### config.mk
export PLATFORM = sky130hd
export DESIGN_NAME = cjtag_link_monitor
export DESIGN_NICKNAME = d
export VERILOG_FILES = /design/src/rtl/cjtag_link_monitor.sv
export SDC_FILE = /design/constraint.sdc
export NUM_CORES = 1
export LEC_CHECK = 0
export BUFFER_PORTS_ARGS = -buffer_cell sky130_fd_sc_hd__buf_2
export CAP_MARGIN = 0
export CELL_PAD_IN_SITES_DETAIL_PLACEMENT = 0
export CELL_PAD_IN_SITES_GLOBAL_PLACEMENT = 1
export CORE_MARGIN = 1
export CORE_UTILIZATION = 35
export CTS_BUF_LIST = sky130_fd_sc_hd__clkbuf_8
export DETAILED_ROUTE_END_ITERATION = 16
export PLACE_DENSITY_LB_ADDON = 0.1
export SLEW_MARGIN = 40
export SYNTH_ARGS = -nofsm -noshare
export SYNTH_HDL_FRONTEND = slang
export SYNTH_SLANG_ARGS = --single-unit
### constraint.sdc
create_clock -name clk -period 11.2 [get_ports clk]
set_input_delay 0.56 -clock clk [delete_from_list [all_inputs] [get_ports clk]]
set_output_delay 0.56 -clock clk [all_outputs]
set_load 0.01 [all_outputs]
### src/rtl/cjtag_link_monitor.sv
module cjtag_link_monitor #(
  parameter int CNT_W = 4,
  parameter int POS_W = 6
) (
  input  logic       clk,
  input  logic       rst_n,
  input  logic       tckc,
  input  logic       tmsc,
  output logic [3:0] link_mode,
  output logic       mode_strobe,
  output logic       tap_rst
);
  localparam logic [3:0] M_STD4  = 4'd0;
  localparam logic [3:0] M_START = 4'd1;
  localparam logic [3:0] M_CTRL  = 4'd2;
  localparam logic [3:0] M_SPARE = 4'd3;
  localparam logic [3:0] M_DEL   = 4'd4;
  localparam logic [3:0] M_REV   = 4'd5;
  localparam logic [3:0] M_STAT  = 4'd6;
  localparam logic [3:0] M_RDY   = 4'd7;
  localparam logic [3:0] M_DLY   = 4'd8;
  localparam logic [3:0] M_FMT   = 4'd9;
  localparam logic [3:0] M_CHK   = 4'd10;
  localparam logic [3:0] M_SCAN1 = 4'd11;

  logic [2:0] ck_sh, dt_sh;
  logic [CNT_W-1:0] esc_cnt;
  logic [POS_W-1:0] pos_q, pos_n, p;
  logic long_q, long_n;
  logic [3:0] mode_q, mode_n;
  logic enter;

  wire ck_s = ck_sh[1];
  wire ck_d = ck_sh[2];
  wire dt_s = dt_sh[1];
  wire dt_d = dt_sh[2];
  wire rise = ck_s & ~ck_d;
  wire tog  = ck_s & ck_d & (dt_s ^ dt_d);

  always_ff @(posedge clk or negedge rst_n)
    if (!rst_n) begin
      ck_sh <= '0;
      dt_sh <= '0;
    end else begin
      ck_sh <= {ck_sh[1:0], tckc};
      dt_sh <= {dt_sh[1:0], tmsc};
    end

  always_ff @(posedge clk or negedge rst_n)
    if (!rst_n)                     esc_cnt <= '0;
    else if (rise)                  esc_cnt <= '0;
    else if (tog && esc_cnt != '1)  esc_cnt <= esc_cnt + 1'b1;

  always_comb begin
    mode_n = mode_q;
    pos_n  = pos_q;
    long_n = long_q;
    enter  = 1'b0;
    p      = '0;
    if (rise) begin
      if (esc_cnt >= CNT_W'(8))
        mode_n = M_STD4;
      else if (esc_cnt == CNT_W'(6)) begin
        mode_n = M_START;
        pos_n  = '0;
        long_n = 1'b0;
      end
      if (mode_n >= M_START && mode_n <= M_CHK) begin
        p     = pos_n + 1'b1;
        pos_n = p;
        if (!long_n && p > POS_W'(4)) mode_n = M_CTRL;
        if (p == POS_W'(8) && !dt_s)  long_n = 1'b1;
        if (long_n) begin
          if (p > POS_W'(8))  mode_n = M_SPARE;
          if (p > POS_W'(13)) mode_n = M_DEL;
          if (p > POS_W'(16)) mode_n = M_REV;
          if (p > POS_W'(18)) mode_n = M_STAT;
          if (p > POS_W'(23)) mode_n = M_RDY;
          if (p > POS_W'(25)) mode_n = M_DLY;
          if (p > POS_W'(27)) mode_n = M_FMT;
          if (p > POS_W'(32)) mode_n = M_CHK;
        end else if (p > POS_W'(8)) mode_n = M_CHK;
        if (p > (long_n ? POS_W'(36) : POS_W'(12))) begin
          mode_n = M_SCAN1;
          enter  = 1'b1;
        end
      end
    end
  end

  always_ff @(posedge clk or negedge rst_n)
    if (!rst_n) begin
      mode_q      <= M_STD4;
      pos_q       <= '0;
      long_q      <= 1'b0;
      mode_strobe <= 1'b0;
      tap_rst     <= 1'b0;
    end else begin
      mode_q      <= mode_n;
      pos_q       <= pos_n;
      long_q      <= long_n;
      mode_strobe <= mode_n != mode_q;
      tap_rst     <= enter;
    end

  assign link_mode = mode_q;
endmodule


# Yosys cells after proc, flatten, opt, wreduce, memory -nomap -nowiden
# Cells that the tools add are included.
[classes] addsub=2 eq_ne=4 magnitude_cmp=13 reduce_logical=7 mux=34 bitwise_logic=5
[op_table] cell="4-bit 2-to-1 mux" count=19
[op_table] cell="6-bit by 5-bit > comparator with 1-bit output, second input constant" count=5
[op_table] cell="6-bit 2-to-1 mux" count=5
[op_table] cell="6-bit by 4-bit > comparator with 1-bit output, second input constant" count=2
[op_table] cell="1-bit 2-to-1 mux" count=10
[op_table] cell="6-bit by 1-bit adder with 6-bit output, second input constant" count=1
[op_table] cell="6-bit by 4-bit equality test with 1-bit output, second input constant" count=1
[op_table] cell="6-bit by 3-bit > comparator with 1-bit output, second input constant" count=1
[op_table] cell="6-bit > comparator" count=1
[op_table] cell="6-bit > comparator, second input constant" count=1
[op_table] cell="4-bit by 1-bit adder with 4-bit output, second input constant" count=1
[op_table] cell="4-bit by 3-bit equality test with 1-bit output, second input constant" count=1
[op_table] cell="4-bit by 1-bit >= comparator with 1-bit output, second input constant" count=1
[op_table] cell="4-bit >= comparator, second input constant" count=1
[op_table] cell="4-bit less-or-equal comparator, second input constant" count=1
[op_table] cell="1-bit logical AND" count=4
[op_table] cell="4-bit inequality test" count=1
[op_table] cell="4-bit inequality test, second input constant" count=1
[op_table] cell="1-bit bitwise AND" count=3
[op_table] cell="1-bit zero test" count=2
[op_table] cell="2-bit nonzero test" count=1
[op_table] cell="1-bit NOT" count=1
[op_table] cell="1-bit XOR" count=1
[totals] elab_cells=73 reg_bits=23 in_bits=4

# Longest topological paths before layout
[logic_depth] ltp_word=21 ltp_mapped=18

# Least setup slack after synthesis
# No wires, ideal clock.
[synth_path] path_type="register -> register" from="register esc_cnt[0]" to="register mode_strobe" path_buffers=1 arrival_ps=3726 stages_incl_launch_ff=19 t_required_ps=11069 slack_ps=7343 path_cell_list="dfrtp_1 > inv_1 > ha_1 > and3b_1 > buf_2 > nor2_1 > ha_1 > nand2b_1 > nor3_2 > o211ai_4 > ha_1 > o21ai_0 > a211oi_2 > nor2b_1 > a221oi_2 > o221a_1 > nor3_1 > a311o_1 > or3_1"
[synth_via] elab_chain_len=21 word_cells_on_any_way=48
[synth_rtl] element="from (decl)" line_no="27" rtl="logic [CNT_W-1:0] esc_cnt;"
[synth_rtl] element="from (signal assigned)" line_no="52" rtl="else if (tog && esc_cnt != '1) esc_cnt <= esc_cnt + 1'b1;"
[synth_rtl] element="parallel branches: the longest is 18 deep, another holds 6-bit by 1-bit adder with 6-bit output"
[synth_rtl] element="4-bit 2-to-1 mux *" line_no="68" rtl="if (mode_n >= M_START && mode_n <= M_CHK) begin"
[synth_rtl] element="4-bit 2-to-1 mux *" line_no="60" rtl="if (rise) begin"
[synth_rtl] element="4-bit inequality test *" line_no="102" rtl="mode_strobe <= mode_n != mode_q;"
[synth_rtl] element="to (signal assigned)" line_no="102"
[synth_rtl] element="to (decl)" line_no="10" rtl="output logic mode_strobe,"
# Every way passes the cells marked *. The select of a mux whose other input is x is not followed.
# A chain may end at the register's enable or synchronous reset.

# Worst setup path in the final report
# Same ends and word-level chain as after synthesis.

==> metrics <==
sequential cell area fraction in the yosys report=30.5%; HPWL after DPL=approximately 3600 microns; slowest CP cell=dfrtp_1; DR iter-0 viols=between 200 and 250; count leader, synth=dfrtp_1; Die ar.=5680 sq um; largest net degree at the start of global routing=24; clock buffer count from CTS=3; Yosys top cell by area=dfrtp_1; slowest cell delay on critical path=around 0.42 ns; pwr dens=214 nW/um^2; most frequent CP cell=ha_1; Synth Warn #=0; Clock Sinks=23; WL final=4890 microns; Max Cap Viol=0; Remaining DRCs=0; # resized after CTS=0; worst-margin pin slew=0.741 ns; GP Congestion=0.859; Min-Delay Path Class=in -> async; Hold WS=0.253 ns; maximum VDD drop=104 uV; Synth async-reset ratio=100%; H-tree depth=1; # IOs=10; main area contributors after synthesis=dfrtp_1, ha_1, nand2_1; final setup violation count=0; worst path bufs/invs=1; via count=about 1700; synthesized netlist cell count=215; first-pass GRT wire length=about 8300 microns; Total GRT Usage=roughly a fifth; antenna-violating nets left=0; DRT Pass-1 Iters=4; Final Hold Fails=0; clk slew on worst S/H paths=0.09 ns; Clock Tree Buf Depth=2; core region area=between 5000 and 6000 sq um; Reg2Reg Setup Slack=around 6.8 ns; CTS tree=built; Die Span Y=75.4 microns; worst skew pair latency=0.27 ns; CP Cell Sequence=inv_1 -> ha_1 -> and3b_1 -> nor2_1 -> ha_1 -> nand2b_1 -> nor3_2 -> o211ai_4 -> ha_1 -> o21ai_0 -> a211oi_2 -> nor2b_1 -> a221oi_2 -> o221a_1 -> nor3_1 -> a311o_1 -> or3_1; top cell type's share of synthesized area=30.5%; Fin Setup TNS=0 ns; crit path DAT=between 4 and 5 ns; Post-Layout Cell Count=283; syn_nets=225; post-cts hold buffer count=0; max-slew violations=0; fmax=approximately 230 MHz; vias in the first global route=about 1600; RSZ-0062 raised after global routing=false; EDFF count, synth=0; Top FF cell, synth=dfrtp_1; Initial Utilization=36.7%; setup bufs post-CTS=0; CTS root buffer=clkbuf_8; Crit Path Class=reg -> reg; clock period minus worst slack=4.41 ns; Max FO, Critical Path=12; Cell Rows=26; Unique masters post-synth=67; initial antenna violation count=0; fin crit share=39.4%; grt ovf=0; Mean Syn Cell Area=8.76 sq um; leak pwr=approximately 0.77 nW; top cells by count, synth=dfrtp_1, nand2_1, nor2_1; Yosys reg bits=23; vias per cell=5.94; Die Wd=roughly 75 microns; relative slew slack=50.5%; cell family with most CP delay=simple AND/OR/NAND/NOR gates; mapped cell area=1880 sq um; outcome=complete, no violations; NumNets Final=224; CP Launch Type=register; Placed Instances=279; CP endpoint kind=register; layout cells sized above 1=approximately 15%; Final Skew=about 0.0054 ns; Routed WL per cell=17.3 microns; Antenna Cells=0; IO Port Bufs=9; Synth-to-Final Area Change=4.38%; CP Data Required Time=approximately 11 ns
## flip-flops by register name (all words and copies together) (netlist names)
signal,flops
link_mode,4
tap_rst,1
esc_cnt,4
ck_sh,3
pos_q,6
dt_sh,3
mode_strobe,1
long_q,1
## routing by layer
layer | routed length [microns] | GRT usage [%] | share of wire, %
met1 | 2220 | 26.9 | 45
met5 | 0 | 0 | 0
met2 | 2350 | 31.5 | 48
met3 | 160 | 2.12 | 3.3
met4 | 158 | 9.47 | 3.2
## area by class of cell
type,instances,area [sq um]
clock buffers,3,41.3
clock inverters,1,7.51
fillers,561,3170
inverters,12,45.0
multi-input cells,165,1160
flip-flops and latches,23,576
well taps,70,87.6
repair buffers,9,45.0
## metrics by stage
stage                     power (mW)  util (%)  cell area, sq um  worst slack (ns)
final                          0.422      38.3              1970              6.79
after global routing           0.457      38.3              1970              6.41
after CTS                      0.424      38.3              1970              6.82
after detailed placement       0.368      37.3              1920              6.85
after global placement         0.368      37.3              1920              7.04
after floorplan                0.320         -              1880              7.34
## report_power, final
group / internal (mW) / leakage, nW / switching (mW)
Sequential: 0.100 / 0.293 / 0.0506
Combinational: 0.0959 / 0.452 / 0.123
Clock: 0.0252 / 0.0217 / 0.0272
## logic make-up (layout without fill, tap and decap cells)
logic type      count (synthesis)  in the layout  share of synthesized area [%]
xor+xnor                        4              4                           1.86
simple gates                   75             75                           22.2
fa+ha+maj                       6              6                           3.98
flops                          23             23                           30.5
compound gates                 75             75                           30.9
mux                             5              5                           2.86
buf+inv                        27             25                           7.64
## placed cells by master, fill, tap and decap left out, types with 5 or more instances in the layout
cell	synthesis	layout
nand2_1	17	17
o21ai_0	10	10
inv_1	10	10
nand2b_1	5	5
nor2_1	15	15
ha_1	6	6
dfrtp_1	23	23
buf_2	6	9
nand3_1	5	5
nor3_1	5	5
a21oi_1	12	12
## path summary, 6_finish.rpt
path	start	end	cells after the start
min in group clk	dt_sh[0]	dt_sh[1]	0
min	rst_n	link_mode[2]	1
min reg2reg	dt_sh[0]	dt_sh[1]	0
max reg2reg	esc_cnt[0]	mode_strobe	17
max	esc_cnt[0]	mode_strobe	17
max in group asynchronous	rst_n	pos_q[3]	1
Note: power is estimated with default switching activity, not from simulation.
